$ cat config.mk
export PLATFORM = sky130hd
export DESIGN_NAME = usb_line_monitor
export DESIGN_NICKNAME = d
export VERILOG_FILES = /design/src/rtl/usb_lm_pkg.sv /design/src/rtl/usb_lm_sampler.sv /design/src/rtl/usb_lm_speed_ctl.sv /design/src/rtl/usb_lm_se0_timer.sv /design/src/rtl/usb_line_monitor.sv
export SDC_FILE = /design/constraint.sdc
export NUM_CORES = 1
export LEC_CHECK = 0
export ABC_AREA = 0
export BUFFER_PORTS_ARGS = -buffer_cell sky130_fd_sc_hd__buf_2
export CELL_PAD_IN_SITES_DETAIL_PLACEMENT = 0
export CELL_PAD_IN_SITES_GLOBAL_PLACEMENT = 2
export CORE_MARGIN = 5
export CORE_UTILIZATION = 32
export DETAILED_ROUTE_END_ITERATION = 6
export PLACE_DENSITY_LB_ADDON = 0.1
export SLEW_MARGIN = 40
export SYNTH_ARGS = -nofsm -noshare
export SYNTH_HDL_FRONTEND = slang
export SYNTH_HIERARCHICAL = 1
export SYNTH_SLANG_ARGS = --single-unit
$ cat constraint.sdc
create_clock -name clk -period 1.7 [get_ports clk]
set_input_delay 0.34 -clock clk [delete_from_list [all_inputs] [get_ports clk]]
set_output_delay 0.34 -clock clk [all_outputs]
set_load 0.05 [all_outputs]
$ cat src/rtl/usb_lm_pkg.sv
package usb_lm_pkg;

  typedef enum logic [1:0] {
    SYM_J   = 2'd0,
    SYM_K   = 2'd1,
    SYM_SE0 = 2'd2,
    SYM_SE1 = 2'd3
  } line_sym_t;

  typedef enum logic [1:0] {
    MODE_AUTO  = 2'd0,
    MODE_FULL  = 2'd1,
    MODE_LOW   = 2'd2,
    MODE_AUTO2 = 2'd3
  } speed_mode_t;

  typedef enum logic [1:0] {
    ST_INIT = 2'd0,
    ST_LINE = 2'd1,
    ST_SE0  = 2'd2
  } mon_state_t;

  // Line symbol of one sample; the J/K polarity flips at low speed.
  function automatic line_sym_t line_symbol(input logic p, input logic m, input logic low);
    case ({p, m})
      2'b00:   return SYM_SE0;
      2'b11:   return SYM_SE1;
      2'b10:   return low ? SYM_K : SYM_J;
      default: return low ? SYM_J : SYM_K;
    endcase
  endfunction

  // Clock cycles in a time given in tenths of a microsecond.
  function automatic int unsigned cycles_of(input longint unsigned hz,
                                            input longint unsigned tenths_us);
    longint unsigned prod;
    prod = (hz * tenths_us) / 64'd10_000_000;
    return int'(prod);
  endfunction

endpackage

$ cat src/rtl/usb_lm_sampler.sv
module usb_lm_sampler
  import usb_lm_pkg::*;
(
  input  logic       clk,
  input  logic       rst_n,
  input  logic       dp,
  input  logic       dm,
  input  logic       speed_low,
  output logic       dp_q,
  output logic       is_se0,
  output logic       is_diff,
  output logic [1:0] sym
);

  logic dm_q;

  always_ff @(posedge clk) begin
    if (!rst_n) begin
      dp_q <= 1'b0;
      dm_q <= 1'b0;
    end else begin
      dp_q <= dp;
      dm_q <= dm;
    end
  end

  assign is_se0  = ~dp_q & ~dm_q;
  assign is_diff = dp_q ^ dm_q;
  assign sym     = line_symbol(dp_q, dm_q, speed_low);

  // both lines low one edge earlier gives the SE0 code now
  a_r1_se0_code: assert property (@(posedge clk) disable iff (!rst_n)
    (!dp && !dm) |=> (sym == SYM_SE0));

  // a full-speed J level on the pins gives J one edge later
  a_r2_full_j: assert property (@(posedge clk) disable iff (!rst_n)
    (dp && !dm && !speed_low) |=> (is_diff && (speed_low || sym == SYM_J)));

endmodule

$ cat src/rtl/usb_lm_speed_ctl.sv
module usb_lm_speed_ctl
  import usb_lm_pkg::*;
(
  input  logic       clk,
  input  logic       rst_n,
  input  logic [1:0] mode_sel,
  input  logic       is_se0,
  input  logic       is_diff,
  input  logic       dp_q,
  output logic       speed_low,
  output logic       speed_valid,
  output logic       se0_start,
  output logic       se0_run,
  output logic       se0_exit
);

  mon_state_t st;
  logic       learned_low;
  logic       force_full;
  logic       force_low;
  logic       auto_mode;
  logic       learn_now;

  assign force_full = (mode_sel == MODE_FULL);
  assign force_low  = (mode_sel == MODE_LOW);
  assign auto_mode  = ~force_full & ~force_low;
  assign learn_now  = is_diff & ((st == ST_INIT) | (st == ST_SE0));

  always_ff @(posedge clk) begin
    if (!rst_n) begin
      st          <= ST_INIT;
      learned_low <= 1'b0;
    end else begin
      case (st)
        ST_INIT: if (is_diff) st <= ST_LINE;
        ST_LINE: if (is_se0)  st <= ST_SE0;
        ST_SE0:  if (!is_se0) st <= ST_LINE;
        default: st <= ST_INIT;
      endcase
      if (force_low)      learned_low <= 1'b1;
      else if (force_full) learned_low <= 1'b0;
      else if (learn_now)  learned_low <= ~dp_q;
    end
  end

  assign speed_low   = force_low ? 1'b1 : (force_full ? 1'b0 : learned_low);
  assign speed_valid = (st != ST_INIT);
  assign se0_start   = (st == ST_LINE) & is_se0;
  assign se0_run     = (st == ST_SE0) & is_se0;
  assign se0_exit    = (st == ST_SE0) & ~is_se0;

  // once past the power-up wait the speed stays valid
  a_r8_valid_sticky: assert property (@(posedge clk) disable iff (!rst_n)
    speed_valid |=> speed_valid);

  // line activity outside SE0 leaves the learned speed alone
  a_r10_line_keeps_speed: assert property (@(posedge clk) disable iff (!rst_n)
    (st == ST_LINE && auto_mode) |=> $stable(learned_low));

  // no SE0 interval is timed before the first differential level
  a_r8_no_se0_in_init: assert property (@(posedge clk) disable iff (!rst_n)
    (st == ST_INIT) |-> !(se0_start || se0_exit));

endmodule

$ cat src/rtl/usb_lm_se0_timer.sv
module usb_lm_se0_timer #(
  parameter int unsigned RESET_CYC = 250,
  parameter int unsigned KEEP_CYC  = 120
) (
  input  logic clk,
  input  logic rst_n,
  input  logic se0_start,
  input  logic se0_run,
  input  logic se0_exit,
  input  logic speed_low,
  output logic reset_pulse,
  output logic keepalive_pulse
);

  localparam int unsigned CW = $clog2(RESET_CYC + 2);
  localparam logic [CW-1:0] SAT_L   = CW'(RESET_CYC + 1);
  localparam logic [CW-1:0] RESET_L = CW'(RESET_CYC);
  localparam logic [CW-1:0] KEEP_L  = CW'(KEEP_CYC);

  logic [CW-1:0] cnt;
  logic          long_se0;
  logic          mid_se0;

  assign long_se0 = (cnt > RESET_L);
  assign mid_se0  = (cnt > KEEP_L) & ~long_se0;

  always_ff @(posedge clk) begin
    if (!rst_n) begin
      cnt             <= '0;
      reset_pulse     <= 1'b0;
      keepalive_pulse <= 1'b0;
    end else begin
      if (se0_start)                 cnt <= CW'(1);
      else if (se0_run && cnt != SAT_L) cnt <= cnt + CW'(1);
      reset_pulse     <= se0_exit & long_se0;
      keepalive_pulse <= se0_exit & mid_se0 & speed_low;
    end
  end

  // a reset event lasts a single cycle
  a_r5_reset_single: assert property (@(posedge clk) disable iff (!rst_n)
    reset_pulse |=> !reset_pulse);

  // keep-alive only when the speed in use was low
  a_r6_keep_low_only: assert property (@(posedge clk) disable iff (!rst_n)
    keepalive_pulse |-> $past(speed_low));

  // the two events never coincide
  a_r7_exclusive: assert property (@(posedge clk) disable iff (!rst_n)
    !(reset_pulse && keepalive_pulse));

  // every event follows the end of an SE0 interval
  a_r5_after_exit: assert property (@(posedge clk) disable iff (!rst_n)
    (reset_pulse || keepalive_pulse) |-> $past(se0_exit));

endmodule

$ cat src/rtl/usb_line_monitor.sv
module usb_line_monitor #(
  parameter int unsigned CLK_HZ         = 48_000_000,
  parameter int unsigned RESET_TENTHS_US = 25,
  parameter int unsigned KEEP_TENTHS_US  = 12
) (
  input  logic       clk,
  input  logic       rst_n,
  input  logic       dp,
  input  logic       dm,
  input  logic [1:0] mode_sel,
  output logic [1:0] sym_o,
  output logic       speed_valid,
  output logic       speed_low,
  output logic       reset_pulse,
  output logic       keepalive_pulse
);

  localparam int unsigned RESET_CYC = usb_lm_pkg::cycles_of(CLK_HZ, RESET_TENTHS_US);
  localparam int unsigned KEEP_CYC  = usb_lm_pkg::cycles_of(CLK_HZ, KEEP_TENTHS_US);

  logic dp_q, is_se0, is_diff;
  logic se0_start, se0_run, se0_exit;

  usb_lm_sampler u_sampler (
    .clk       (clk),
    .rst_n     (rst_n),
    .dp        (dp),
    .dm        (dm),
    .speed_low (speed_low),
    .dp_q      (dp_q),
    .is_se0    (is_se0),
    .is_diff   (is_diff),
    .sym       (sym_o)
  );

  usb_lm_speed_ctl u_speed (
    .clk         (clk),
    .rst_n       (rst_n),
    .mode_sel    (mode_sel),
    .is_se0      (is_se0),
    .is_diff     (is_diff),
    .dp_q        (dp_q),
    .speed_low   (speed_low),
    .speed_valid (speed_valid),
    .se0_start   (se0_start),
    .se0_run     (se0_run),
    .se0_exit    (se0_exit)
  );

  usb_lm_se0_timer #(
    .RESET_CYC (RESET_CYC),
    .KEEP_CYC  (KEEP_CYC)
  ) u_timer (
    .clk             (clk),
    .rst_n           (rst_n),
    .se0_start       (se0_start),
    .se0_run         (se0_run),
    .se0_exit        (se0_exit),
    .speed_low       (speed_low),
    .reset_pulse     (reset_pulse),
    .keepalive_pulse (keepalive_pulse)
  );

endmodule

==> reports/results.txt, run 1 <==
DRT met1 WL: 803 um
Net count, final: 120
Placed cell count: 130
I/O pin count: 12
CP endpoint kind: output port
Routed Antenna Nets: 0
Initial antenna violation count: 0
Core Rows: 17
Most frequent cells in the layout: dfxtp_1 (14), buf_2 (9), inv_1 (9)
Crit path arrival time: 1.33 ns
NetSw: 209 uW
# diodes: 0
Initial core utilization: 34.2%
Highest net fanout along the worst path: 2
Post-DP HPWL: 1170 um
Post-synth cell types: 33
Cell family with most CP delay: buffers and inverters
Worst-Margin Slew: 0.369 ns
Total number of vias: 649
Core area: 0.00225 sq mm
Hold buffer count at CTS: 0
Syn avg cell area: 8.77 sq um
Highest metal used: met4
Met2 wire len: 693 um
RD Place Congestion: 0.696
Die Y: 59.1 um
Clock Pin Slew Worst Setup and Hold Paths: 0.07 ns
Root Buffer: clkbuf_4
Number of DRC markers in iteration 0: 10
Critical-path top delay cell: mux2_4
Area grow syn2layout: 22.5%
PnR Total Power: 702 uW
H-tree levels: 1
Met3 Routed Length: 55 um
Synth area leader: dfxtp_1
Final period util: 98.4%
Logic pwr share: 23.1%
Critical setup path kind: primary input to output port
Tot GR Track Use: 10.5%
Cell Pwr Density: 742 mW/mm^2
PortBufs: 11
Syn nets: 100
Die width: 59.1 um
Number of flops mapped to enable cells by yosys: 0
Critical Path Source Type: primary input
Top cells by area, synth: dfxtp_1 (36%), ha_1 (9.7%), inv_1 (4.9%), nand2_1 (3.4%), a211o_1 (3.4%)
Post-route insts no fill: 134
Max Root-Sink Buffers: 2
Fmax: 0.598 GHz
WL final: 1570 um
Commonest non-fill, non-tap cell in the layout: dfxtp_1
Clock latency on the worst-skew pair: 0.28 ns
Share of cells above drive strength 1: 27.4%
Area share of the leading cell type in the synthesized netlist: 36.3%
Routed len/inst: 11.7 um
CP max stage delay: 0.30 ns
Hold slack: 0.275 ns
TritonCTS Sinks: 14
Syn Inst Count: 88
Max_slew headroom: 75.4%
CP cell instances: buf_2, inv_1, ha_2, a21o_2, mux2_4, buf_8
Async set or reset register ratio after synthesis: 0%
Cell internal pwr: 493 uW
Final Worst Setup Slack: 0.0270 ns
1st-pass router iterations: 3
Filler cells: 251
Min Tclk post-route: 1.67 ns
Sw Ratio: 29.8%
Largest net degree at the start of global routing: 10
First-pass GRT wire length: 2800 um
RSZ-0062 raised after global routing: yes
Pre-CTS setup slack: -0.0409 ns
Yosys reg bits: 14
Min-delay worst type: primary input to flip-flop
# setup viols final: 0
Lkg Pwr: 0.000414 uW
Crit path buf inv count: 3
Max VDD drop: 0.323 mV
Fin. max-slew vios: 0
Sequential-to-total area share from yosys stat: 36.3%
Top_reg_cell synth: dfxtp_1
Die area: 0.00349 sq mm
Via density: 4.84
Vias in the first global route: 658
Status: finished, final reports clean
Max-Cap Viols: 0
CTS tree: done
Worst Skew: 0.00887 ns
Clock share of power: 26.1%
Synth Cell Area: 772 sq um
Fin. Hold Viols: 0
Total CTS buffers: 3
Gr ovfl total: 0
Sequential power share: 50.8%
Worst EP required: 1.36 ns
Remaining DRCs: 0
Synth Warn #: 6
## logic make-up (layout without fill, tap and decap cells)
| family | count (synthesis) | in the layout | synth area share [%] |
|---|---|---|---|
| xor+xnor | 3 | 3 | 3.40 |
| fa+ha+maj | 6 | 6 | 9.72 |
| flops | 14 | 14 | 36.3 |
| mux | 2 | 2 | 3.40 |
| compound gates | 18 | 18 | 15.7 |
| buf+inv | 10 | 28 | 4.86 |
| simple gates | 35 | 35 | 26.6 |
## layer usage
| metal | GRT usage [%] | vias up |
|---|---|---|
| li1 | - | 342 |
| met1 | 13.0 | 300 |
| met2 | 16.2 | 5 |
| met3 | 2.83 | 2 |
| met4 | 5.83 | 0 |
| met5 | 0 | - |
## stage by stage
| stage | instance area [sq um] | TNS [ns] | utilization [%] |
|---|---|---|---|
| after floorplan | 773 | 0 | - |
| after global placement | 886 | -0.0288 | 39.3 |
| after detailed placement | 886 | -0.0409 | 39.3 |
| after CTS | 921 | 0 | 40.8 |
| after global routing | 946 | -0.0150 | 42.0 |
| final | 946 | 0 | 42.0 |
## flip-flops by register name (all words and copies together) (netlist names)
| register | count |
|---|---|
| u_timer/cnt | 7 |
| u_speed/st | 2 |
| u_sampler/dm_q | 1 |
| u_sampler/dp_q | 1 |
| u_speed/learned_low | 1 |
| u_timer/keepalive_pulse | 1 |
| u_timer/reset_pulse | 1 |
## power groups by stage
stage	clock network, uW	registers, uW	logic [uW]
after global routing	205	360	177
after CTS	197	357	157
after floorplan	0	360	112
after detailed placement	0	365	151
after global placement	0	364	150
final	183	357	162
## area by class of cell
class | count | area, sq um | share of cell area [%]
Sequential cell | 14 | 280 | 29.6
Tap cell | 28 | 35.0 | 3.70
Timing Repair Buffer | 15 | 97.6 | 10.3
Multi-Input combinational cell | 64 | 473 | 50.0
Inverter | 10 | 37.5 | 3.97
Clock buffer | 3 | 22.5 | 2.38
## synth_stat cells (2+ instances only)
master,n
o21ai_0,3
xor2_1,3
nand2_1,7
or3_1,2
inv_1,10
dfxtp_1,14
a21oi_1,5
nand2b_1,2
nor3_1,2
a211o_1,3
nor2_1,6
nand3_1,3
and2_1,2
and3_1,2
ha_1,6
## final timing paths
path                             from                  end  slack [ns]  cells after the start
setup / recovery          mode_sel[0]             sym_o[0]        0.03                      6
hold / removal                     dm       u_sampler/dm_q        0.27                      2
setup reg to reg       u_sampler/dp_q       u_timer/cnt[6]        0.10                      6
hold reg to reg   u_speed/learned_low  u_speed/learned_low        0.51                      1
## worst register-to-register path: stages (launching register included)
cell	delay [ns]
dfxtp_1	0.33
inv_1	0.06
ha_2	0.21
and3b_2	0.27
nand4_1	0.18
or3_1	0.35
a21oi_1	0.15
## repair_timing
| item | 4_1_cts | 5_1_grt |
|---|---|---|
| pin swaps | 1 | 1 |
| gates resized for setup | 4 | 5 |
| endpoints found under the setup margin | 1 | 3 |
| setup buffers | 0 | 1 |
(Power assumes the default switching activity.)
==> run 2: changes to the inputs <==
Settings changed: BUFFER_PORTS_ARGS -buffer_cell sky130_fd_sc_hd__buf_2 to default, CORE_UTILIZATION 32 to 35, DONT_BUFFER_PORTS from default to 1, REMOVE_ABC_BUFFERS from default to 1, TNS_END_PERCENT from default to 20.
==> run 2 against run 1 <==
Net effect: cell count is 7.5% lower; critical endpoint is now sym_o[1]; non-clock buffer count decreased by 11; sequential power fell by 1%; global-route usage shrank 0.39 points; via count is 6.3% lower; count of clock-buffer cells in the layout increased by 1.
==> reports/results.txt, run 2 (synthesis results as in run 1) <==
Status: finished, final reports clean
Worst EP required: 1.36 ns (about the same)
Worst reg2reg path depth: 6 (unchanged)
Area grow syn2layout: 15.2%
Largest net degree at the start of global routing: 10 (unchanged)
Worst-Margin Slew: 0.475 ns (+0.106 ns)
Critical Path Source Type: flip-flop
Clock latency on the worst-skew pair: 0.27 ns (about the same)
Max Root-Sink Buffers: 2 (unchanged)
Crit path arrival time: 1.24 ns (-0.09 ns)
Min Tclk post-route: 1.58 ns (-0.0932 ns)
CP endpoint kind: output port
Core Rows: 17 (unchanged)
Die Y: 57.0 um (-3.6%)
Core area: 0.00215 sq mm (-4.7%)
Initial antenna violation count: 0 (unchanged)
Max VDD drop: 0.361 mV (+12%)
Number of DRC markers in iteration 0: 7 (-3)
Placed Instance Area: 837 sq um (-5.5%)
Lkg Pwr: 0.000372 uW (-10%)
Routed Antenna Nets: 0 (unchanged)
Post-DP HPWL: 1210 um (+3.5%)
CTS tree: done
Most frequent cells in the layout: dfxtp_1 (14), inv_1 (9), nand2_1 (7)
RD Place Congestion: 0.712 (+2.4%)
Fin. Hold Viols: 0 (unchanged)
Hold Crit Depth: 1 (-1)
Min-delay worst type: primary input to flip-flop
Commonest non-fill, non-tap cell in the layout: dfxtp_1
Cell Pwr Density: 827 mW/mm^2 (+11%)
Most flops, register: u_timer/cnt
Max FFs per register: 7 (unchanged)
Post-route insts no fill: 124 (-7.5%)
Highest net fanout along the worst path: 3 (+1)
First-pass GRT wire length: 2620 um (-6.6%)
Filler cells: 228 (-9.2%)
Final Instance Area: 890 sq um (-6.0%)
Hold slack: 0.176 ns (-0.0990 ns)
Placed cell count: 120 (-7.7%)
Vias in the first global route: 612 (-7.0%)
Total number of vias: 608 (-6.3%)
Root Buffer: clkbuf_4
I/O pin count: 12 (unchanged)
Initial core utilization: 35.9% (+1.7 points)
Worst Skew: 0.00528 ns (-0.00360 ns)
Clock Pin Slew Worst Setup and Hold Paths: 0.09 ns (+0.02 ns)
TritonCTS Sinks: 14 (unchanged)
Largest regs: u_timer/cnt: 7 flops, u_speed/st: 2 flops
Fmax: 0.633 GHz (+5.9%)
Setup repair bufs after CTS: 0 (unchanged)
Net count, final: 109 (-9.2%)
# diodes: 0 (unchanged)
# setup viols final: 0 (unchanged)
Gr ovfl total: 0 (unchanged)
1st-pass router iterations: 4 (+1)
Worst Hold End: u_speed/st[0]
Die width: 57.0 um (-3.6%)
PortBufs: 0 (-11)
Die area: 0.00325 sq mm (-7.1%)
Via density: 4.90 (+1.2%)
Reg2reg end: u_timer/cnt[5]
WL final: 1490 um (-4.9%)
Routed len/inst: 12.0 um (+2.8%)
Share of cells above drive strength 1: 16.7% (-11 points)
Fin. max-slew vios: 0 (unchanged)
H-tree levels: 1 (unchanged)
FF-to-FF Start: u_sampler/dp_q
Reg2Reg Setup Slack: 0.14 ns (+0.04 ns)
RSZ-0062 raised after global routing: no
Final period util: 92.9% (-5.5 points)
Tot GR Track Use: 10.1% (-0.39 points)
Critical setup path kind: flip-flop to output port
Max_slew headroom: 68.3% (-7.1 points)
Total CTS buffers: 3 (unchanged)
Hold Path Origin: rst_n
Max-Cap Viols: 0 (unchanged)
Remaining DRCs: 0 (unchanged)
==> run 2: power breakdown <==
part	switching, uW	internal [uW]	leakage [uW]
clock	107	130	0.0000210
sequential	13.0	340	0.000114
combinational	88.3	57.5	0.000237
==> run 2: metal layers <==
| layer | track usage [%] | share of wire (%) | vias up |
|---|---|---|---|
| li1 | - | - | 319 |
| met1 | 11.6 | 46 | 281 |
| met2 | 18.3 | 50 | 8 |
| met3 | 3.17 | 4.6 | 0 |
| met4 | 1.99 | 0 | 0 |
| met5 | 0 | 0 | - |
==> run 2: critical path, cell delays in order (launching register included) <==
cell        delay, ns
dfxtp_1          0.36
inv_1            0.08
ha_4             0.29
clkinvlp_4       0.24
==> run 2: worst max path at each step <==
| stage | start | to | slack [ns] | depth (start not counted) |
|---|---|---|---|---|
| finish | u_sampler/dp_q | sym_o[1] | 0.12 | 3 |
| global route | u_sampler/dp_q | u_timer/cnt[5] | 0.03 | 6 |
| CTS | u_sampler/dp_q | sym_o[1] | 0.01 | 3 |
| detailed placement | u_sampler/dp_q | u_timer/cnt[5] | 0.12 | 6 |
| global placement | u_sampler/dp_q | u_timer/cnt[5] | 0.14 | 6 |
| floorplan | mode_sel[1] | sym_o[0] | -0.07 | 5 |
==> run 2: through the flow <==
step	power [uW]	setup TNS, ns	setup slack, ns	util (%)
2_1_floorplan	471	-0.0740	-0.0740	-
3_3_place_gp	501	0	0.143	39.0
3_5_place_dp	500	0	0.122	39.0
4_1_cts	750	0	0.0111	40.8
5_1_grt	784	0	0.0284	41.4
6_report	736	0	0.120	41.4
==> run 2: layout make-up <==
cell class / instances / area, sq um / area share, %
tap: 28 / 35.0 / 3.94
multi-input combinational: 64 / 467 / 52.5
sequential: 14 / 280 / 31.5
timing repair buffer: 4 / 30.0 / 3.38
inverter: 10 / 41.3 / 4.64
clock buffer: 4 / 36.3 / 4.08
==> run 2: timing repair <==
item / 4_1_cts / 5_1_grt
endpoints found under the hold margin: 0 / 0
resized for setup: 1 / 1
hold buffers: 0 / 0
gates cloned: 0 / 0
endpoints found under the setup margin: 1 / 3
